### src/rtl/pixel_unpack_pkg.sv
package pixel_unpack_pkg;
  localparam int CH_W   = 8;
  localparam int WORD_W = 4 * CH_W;
  localparam int RGB_W  = 3 * CH_W;

  localparam logic [3:0] PM_ARGB32 = 4'd0;
  localparam logic [3:0] PM_RGB24  = 4'd1;
  localparam logic [3:0] PM_RGB16  = 4'd2;
  localparam logic [3:0] PM_PAL8   = 4'd4;
  localparam logic [3:0] PM_PAL4   = 4'd5;
  localparam logic [3:0] PM_ALPHA8 = 4'd6;
  localparam logic [3:0] PM_ALPHA4 = 4'd7;

  typedef enum logic [1:0] {
    AM_KEEP   = 2'd0,
    AM_FIXED  = 2'd1,
    AM_SCALE  = 2'd2,
    AM_INVERT = 2'd3
  } alpha_mode_t;

  typedef struct packed {
    logic [CH_W-1:0] a;
    logic [CH_W-1:0] r;
    logic [CH_W-1:0] g;
    logic [CH_W-1:0] b;
  } argb_t;
endpackage

### src/rtl/pixel_unpack_swap.sv
module pixel_unpack_swap
  import pixel_unpack_pkg::*;
(
  input  logic [WORD_W-1:0] word_i,
  input  logic [3:0]        mode_i,
  input  logic              byte_swap_i,
  output logic [WORD_W-1:0] word_o
);
  localparam int HALF_W = 2 * CH_W;
  localparam int N_HALF = WORD_W / HALF_W;

  logic honour;
  assign honour = byte_swap_i && ((mode_i == PM_ARGB32) || (mode_i == PM_RGB16));

  for (genvar h = 0; h < N_HALF; h++) begin : g_half
    assign word_o[h*HALF_W +: HALF_W] = honour ?
      {word_i[h*HALF_W +: CH_W], word_i[h*HALF_W+CH_W +: CH_W]} :
      word_i[h*HALF_W +: HALF_W];
  end
endmodule

### src/rtl/pixel_unpack_decode.sv
module pixel_unpack_decode
  import pixel_unpack_pkg::*;
(
  input  logic [WORD_W-1:0] word_i,
  input  logic [3:0]        mode_i,
  input  logic              rgb_swap_i,
  input  logic [RGB_W-1:0]  fix_rgb_i,
  input  logic [WORD_W-1:0] pal_data_i,
  output logic [CH_W-1:0]   pal_idx_o,
  output argb_t             px_o,
  output logic              err_o
);
  logic [4:0] f_hi, f_lo;
  logic [5:0] f_mid;
  logic [CH_W-1:0] w5_hi, w5_lo, w6_mid;

  assign f_hi   = word_i[15:11];
  assign f_mid  = word_i[10:5];
  assign f_lo   = word_i[4:0];
  assign w5_hi  = {f_hi, f_hi[4:2]};
  assign w5_lo  = {f_lo, f_lo[4:2]};
  assign w6_mid = {f_mid, f_mid[5:4]};

  assign pal_idx_o = (mode_i == PM_PAL4) ? {4'h0, word_i[3:0]} : word_i[CH_W-1:0];

  always_comb begin
    px_o  = '0;
    err_o = 1'b0;
    case (mode_i)
      PM_ARGB32: begin
        if (rgb_swap_i)
          px_o = '{a: word_i[7:0], r: word_i[15:8], g: word_i[23:16], b: word_i[31:24]};
        else
          px_o = '{a: word_i[31:24], r: word_i[23:16], g: word_i[15:8], b: word_i[7:0]};
      end
      PM_RGB24: begin
        if (rgb_swap_i)
          px_o = '{a: 8'hFF, r: word_i[7:0], g: word_i[15:8], b: word_i[23:16]};
        else
          px_o = '{a: 8'hFF, r: word_i[23:16], g: word_i[15:8], b: word_i[7:0]};
      end
      PM_RGB16: begin
        if (rgb_swap_i)
          px_o = '{a: 8'hFF, r: w5_lo, g: w6_mid, b: w5_hi};
        else
          px_o = '{a: 8'hFF, r: w5_hi, g: w6_mid, b: w5_lo};
      end
      PM_PAL8, PM_PAL4: px_o = pal_data_i;
      PM_ALPHA8: px_o = {word_i[7:0], fix_rgb_i};
      PM_ALPHA4: px_o = {word_i[3:0], word_i[3:0], fix_rgb_i};
      default: err_o = 1'b1;
    endcase
  end
endmodule

### src/rtl/pixel_unpack_alpha.sv
module pixel_unpack_alpha
  import pixel_unpack_pkg::*;
(
  input  argb_t           px_i,
  input  alpha_mode_t     mode_i,
  input  logic [CH_W-1:0] val_i,
  output argb_t           px_o
);
  logic [2*CH_W-1:0] prod;
  assign prod = px_i.a * val_i;

  always_comb begin
    px_o = px_i;
    case (mode_i)
      AM_KEEP:   px_o.a = px_i.a;
      AM_FIXED:  px_o.a = val_i;
      AM_SCALE:  px_o.a = prod[2*CH_W-1:CH_W];
      AM_INVERT: px_o.a = ~px_i.a;
      default:   px_o.a = px_i.a;
    endcase
  end
endmodule

### src/rtl/pixel_unpack.sv
module pixel_unpack
  import pixel_unpack_pkg::*;
(
  input  logic              clk,
  input  logic              rst,
  input  logic              in_valid,
  output logic              in_ready,
  input  logic [WORD_W-1:0] in_word,
  input  logic [3:0]        cfg_mode,
  input  logic              cfg_rgb_swap,
  input  logic              cfg_byte_swap,
  input  logic [1:0]        cfg_alpha_mode,
  input  logic [CH_W-1:0]   cfg_alpha_val,
  input  logic [RGB_W-1:0]  cfg_fix_rgb,
  output logic [CH_W-1:0]   pal_idx,
  input  logic [WORD_W-1:0] pal_data,
  output logic              out_valid,
  input  logic              out_ready,
  output logic [WORD_W-1:0] out_pixel,
  output logic              out_err
);
  logic [WORD_W-1:0] word_sw;
  argb_t             px_dec, px_alp;
  logic              dec_err;
  logic [WORD_W-1:0] px_next;

  pixel_unpack_swap u_swap (
    .word_i(in_word), .mode_i(cfg_mode), .byte_swap_i(cfg_byte_swap), .word_o(word_sw)
  );

  pixel_unpack_decode u_dec (
    .word_i(word_sw), .mode_i(cfg_mode), .rgb_swap_i(cfg_rgb_swap),
    .fix_rgb_i(cfg_fix_rgb), .pal_data_i(pal_data), .pal_idx_o(pal_idx),
    .px_o(px_dec), .err_o(dec_err)
  );

  pixel_unpack_alpha u_alpha (
    .px_i(px_dec), .mode_i(alpha_mode_t'(cfg_alpha_mode)), .val_i(cfg_alpha_val), .px_o(px_alp)
  );

  assign px_next  = dec_err ? '0 : px_alp;
  assign in_ready = !out_valid || out_ready;

  always_ff @(posedge clk) begin
    if (rst) begin
      out_valid <= 1'b0;
      out_pixel <= '0;
      out_err   <= 1'b0;
    end else if (in_ready) begin
      out_valid <= in_valid;
      if (in_valid) begin
        out_pixel <= px_next;
        out_err   <= dec_err;
      end
    end
  end

  a_r2_hold_when_stalled: assert property (@(posedge clk) disable iff (rst)
    (out_valid && !out_ready) |=> (out_valid && $stable(out_pixel) && $stable(out_err)));

  a_r2_accept_gives_valid: assert property (@(posedge clk) disable iff (rst)
    (in_valid && in_ready) |=> out_valid);

  a_r9_opaque_rgb24: assert property (@(posedge clk) disable iff (rst)
    (in_valid && in_ready && cfg_mode == PM_RGB24 && cfg_alpha_mode == 2'd0)
      |=> (out_pixel[31:24] == 8'hFF));

  a_r6_alpha_only_colour: assert property (@(posedge clk) disable iff (rst)
    (in_valid && in_ready && (cfg_mode == PM_ALPHA8 || cfg_mode == PM_ALPHA4))
      |=> (out_pixel[RGB_W-1:0] == $past(cfg_fix_rgb)));

  a_r13_err_zero: assert property (@(posedge clk) disable iff (rst)
    (out_valid && out_err) |-> (out_pixel == '0));
endmodule

### config.mk
export PLATFORM = sky130hd
export DESIGN_NAME = pixel_unpack
export DESIGN_NICKNAME = d
export VERILOG_FILES = /design/src/rtl/pixel_unpack_pkg.sv /design/src/rtl/pixel_unpack_swap.sv /design/src/rtl/pixel_unpack_decode.sv /design/src/rtl/pixel_unpack_alpha.sv /design/src/rtl/pixel_unpack.sv
export SDC_FILE = /design/constraint.sdc
export NUM_CORES = 1
export LEC_CHECK = 0
export BUFFER_PORTS_ARGS = -buffer_cell sky130_fd_sc_hd__buf_2
export CAP_MARGIN = 20
export CORE_ASPECT_RATIO = 1.5
export CORE_MARGIN = 2
export CORE_UTILIZATION = 55
export CTS_CLUSTER_SIZE = 12
export DETAILED_ROUTE_END_ITERATION = 8
export GPL_TIMING_DRIVEN = 0
export HOLD_SLACK_MARGIN = 0.03
export PLACE_DENSITY = 0.86
export SYNTH_ARGS = -nofsm -noshare
export SYNTH_HDL_FRONTEND = slang
export SYNTH_SLANG_ARGS = --single-unit
### constraint.sdc
create_clock -name clk -period 9.1 [get_ports clk]
set_clock_uncertainty 0.1 [all_clocks]
set_input_delay 1.365 -clock clk [delete_from_list [all_inputs] [get_ports clk]]
set_output_delay 1.365 -clock clk [all_outputs]
set_load 0.05 [all_outputs]
==> qor.log <==
qor: die.floorplan.initialDensity 56.3%
qor: synth.synth-adder-area-share 19.6%
qor: power_and_ir_drop.power.density 126 nW/um2
qor: sta.worstMarginPinSlew 1.18 ns
qor: sta.final_hold_vios 0
qor: routing.routed_via_density 6.65
qor: clocking.cts-buffers-inserted 5
qor: setup_path.crit_arrival 8.08 ns
qor: global_route.grt_usage 41.2%
qor: power_and_ir_drop.power.total 848 uW
qor: layout.final_nets 1053
qor: setup_path.path_delay_family adder cells
qor: synth.count_of_flip_flops_with_a_built_in_enable_after_synthesis 0
qor: die.num_rows 45
qor: synth.synth_area_in_simple_gates 23.9%
qor: min_path.hold_path.class flip-flop to flip-flop
qor: synth.yosys_most_used_dff sky130_fd_sc_hd__dfxtp_1
qor: global_route.grt_start_max_net_pins 11
qor: die.die_width 86.9 um
qor: layout.layout.area.seq 681 um2
qor: setup_path.path_cells buf_2 -> clkbuf_1 -> clkbuf_1 -> buf_1 -> o2111ai_1 -> nand3_1 -> and2_1 -> fa_1 -> fa_1 -> fa_1 -> inv_1 -> fa_1 -> inv_1 -> ha_1 -> clkbuf_1 -> nand3_1 -> nor4_1 -> a211oi_1 -> o2111ai_1 -> a41oi_1 -> or4_1
qor: die.top_level_ports 151
qor: die.dieArea 11200 um2
qor: layout.syn2layout_area_growth 18.3%
qor: synth.avgSynthCellArea 7.86 um2
qor: layout.multi_input_comb_area 4590 um2
qor: synth.synth.mux.area_fraction 14.5%
qor: setup_path.path_class primary input to flip-flop
qor: synth.netlist.top_cell.by_area sky130_fd_sc_hd__fa_1
qor: setup_path.startpoint_type primary input
qor: sta.finalSetupViolations 0
qor: setup_path.reg2reg_to out_pixel[31]
qor: sta.grt_setup_unrepaired false
qor: setup_path.critPathMostFrequentCell sky130_fd_sc_hd__fa_1
qor: setup_path.worstSetupEndpoint out_pixel[30]
qor: global_route.wire_length_of_the_first_global_routing_pass 34900 um
qor: sta.timing.fmax 124 MHz
qor: setup_path.critical_path_required 9.14 ns
qor: routing.ant_nets 0
qor: sta.max-slew-margin-rel 20.6%
qor: die.coreArea 10100 um2
qor: flow_run.number_of_max_cap_violations 0
qor: clocking.ctsLongestPathBuffers 2
qor: synth.synth_top_family_by_area simple AND/OR/NAND/NOR gates
qor: setup_path.cp_max_fo 10
qor: die.floorplan.die.height 128 um
qor: layout.post_route_cells_drive_above_1_share 23.0%
qor: synth.synthesis.yosys.warnings 0
qor: routing.detail_route.wirelength 23000 um
qor: synth.postSynthRegisterBits 34
qor: clocking.cts.reportedPaths.clkPinSlew 0.05 ns
qor: sta.fin_tns_setup 0 ns
qor: routing.detail_route.first_pass.iterations 7
qor: synth.synth_seq_area_share 12.0%
qor: sta.final_max_slew_viol_count 0
qor: setup_path.critical_path_stages 21
qor: global_route.grt_overflow_total 0
qor: setup_path.worst-r2r-setup-slack 6.65 ns
qor: layout.ant_cells 0
qor: power_and_ir_drop.max-vdd-ir-drop 0.100 mV
qor: synth.netlist_area 5680 um2
qor: placed_design.place.port_buffers 147
qor: synth.ys_top_cells_by_count sky130_fd_sc_hd__nand2_1, sky130_fd_sc_hd__inv_1, sky130_fd_sc_hd__nor2_1, sky130_fd_sc_hd__mux2i_1, sky130_fd_sc_hd__a21oi_1
qor: clocking.tritoncts yes
qor: global_route.grt_pass1_vias 6678
qor: routing.avgRoutedWirePerCell 23.1 um
qor: sta.final_min_period_over_clock_period 88.3%
qor: synth.post_synth_inst_count 722
qor: clocking.cts_setup_buffers 0
qor: setup_path.timing.critical_path.buf_inv 7
qor: status.result_of_the_run finished clean
qor: synth.synthMostInstantiatedCell sky130_fd_sc_hd__nand2_1
qor: power_and_ir_drop.static-leakage-power 0.00317 uW
qor: setup_path.worst_r2r_startpoint out_valid
qor: clocking.ctsHtreeMaxLevel 2
qor: synth.post_syn_nets 898
qor: clocking.clk_root_buffer_cell sky130_fd_sc_hd__clkbuf_16
qor: synth.synthXorXnorAreaFrac 0.154%
qor: clocking.clk_latency 0.28 ns
qor: setup_path.cell_depth_of_the_worst_flop_to_flop_path 6
qor: synth.synthDistinctLibCells 76
qor: synth.synth_compound_gate_area_share 22.6%
qor: placed_design.global_placer_s_final_weighted_congestion 1.10
qor: clocking.ctsHoldBuffers 0
qor: global_route.antenna_violations_before_repair 0
qor: routing.dr_total_vias 6617
qor: synth.synth-async-reset-ratio 0%
qor: clocking.cts.sink_count 34
qor: routing.initial_drt_markers 687
qor: clocking.post_cts_resize_count 0
qor: routing.detail_route.drc_violations 0
qor: synth.synth.top_cell.area_share 12.3%
qor: setup_path.critical-path-max-stage-delay 0.62 ns
qor: layout.layout.filler_cells 927
qor: setup_path.worst_setup_path_startpoint cfg_mode[1]
qor: setup_path.critPathSlowestCell sky130_fd_sc_hd__buf_1
qor: sta.min_period 8.04 ns
qor: setup_path.end_kind flip-flop
qor: placed_design.dp_hpwl 18600 um
qor: synth.synth.top_cells.by_area sky130_fd_sc_hd__fa_1, sky130_fd_sc_hd__dfxtp_1, sky130_fd_sc_hd__mux2i_1
==> worst min-delay path by stage <==
stage | end | slack (ns) | depth (start not counted) | from
final | out_pixel[27] | 0.39 | 2 | out_pixel[27]
after global routing | out_pixel[27] | 0.41 | 2 | out_pixel[27]
after CTS | out_pixel[27] | 0.39 | 2 | out_pixel[27]
after detailed placement | out_pixel[27] | 0.37 | 2 | out_pixel[27]
after global placement | out_pixel[29] | 0.36 | 2 | out_pixel[29]
after floorplan | out_pixel[29] | 0.57 | 2 | out_pixel[29]
==> through the flow <==
stage | util [%] | instances | area [um2] | hold slack, ns | worst slack [ns]
2_1_floorplan | - | 722 | 5680 | 0.571 | 2.00
3_3_place_gp | 65.1 | 986 | 6560 | 0.359 | 0.947
3_5_place_dp | 65.1 | 986 | 6560 | 0.375 | 0.919
4_1_cts | 66.5 | 994 | 6710 | 0.387 | 1.20
5_1_grt | 66.6 | 995 | 6710 | 0.409 | 0.765
6_report | 66.6 | 995 | 6710 | 0.386 | 1.06
==> flip-flops by register name, indices dropped and copies added (netlist names) <==
signal,count
out_pixel,32
out_err,1
out_valid,1
==> placed cells by master (no fill, tap or decap), drive strengths merged, types with 34 or more instances in the layout <==
master / netlist / routed
buf: 14 / 161
nand2: 78 / 78
inv: 55 / 55
nor2: 50 / 50
mux2i: 45 / 45
a21oi: 44 / 44
clkbuf: 32 / 40
and2: 39 / 39
fa: 35 / 35
dfxtp: 34 / 34
==> power breakdown <==
group | leakage, uW | switching, uW | total, uW | internal (uW)
Clock | 0.0000739 | 62.1 | 171 | 108
Combinational | 0.00282 | 338 | 511 | 173
Sequential | 0.000280 | 6.45 | 167 | 160
Total | 0.00317 | 407 | 848 | 441
==> logic make-up after synthesis <==
logic type,Yosys count
AOI/OAI and AO/OA,186
DFF,34
and+or+nand+nor,262
buffers and inverters,101
adders and majority gates,68
muxes,70
xor gates and xnor gates,1
==> worst register-to-register path, cell delays in order (launching register included) <==
cell and delay [ns]:
sky130_fd_sc_hd__dfxtp_1 0.31, sky130_fd_sc_hd__nand2b_1 0.15, sky130_fd_sc_hd__nand2_1 0.19, sky130_fd_sc_hd__nor4_1 1.02
sky130_fd_sc_hd__nand2b_1 0.14, sky130_fd_sc_hd__or3_1 0.36, sky130_fd_sc_hd__nand4b_1 0.11
==> routing by layer <==
layer  GRT usage, %  part of all wire [%]
met2           71.9                    49
met5              0                     0
met4           33.9                    10
met3           7.95                   8.4
met1           41.4                    33
==> layout make-up <==
type / instances / share of cell area, %
flip-flops and latches: 34 / 10.1
well taps: 117 / 2.18
clock inverters: 1 / 0.0746
inverters: 55 / 3.08
repair buffers: 148 / 11.1
multi-input cells: 587 / 68.4
clock buffers: 7 / 2.12
plain buffers: 46 / 2.98
(Power assumes the default switching activity.)
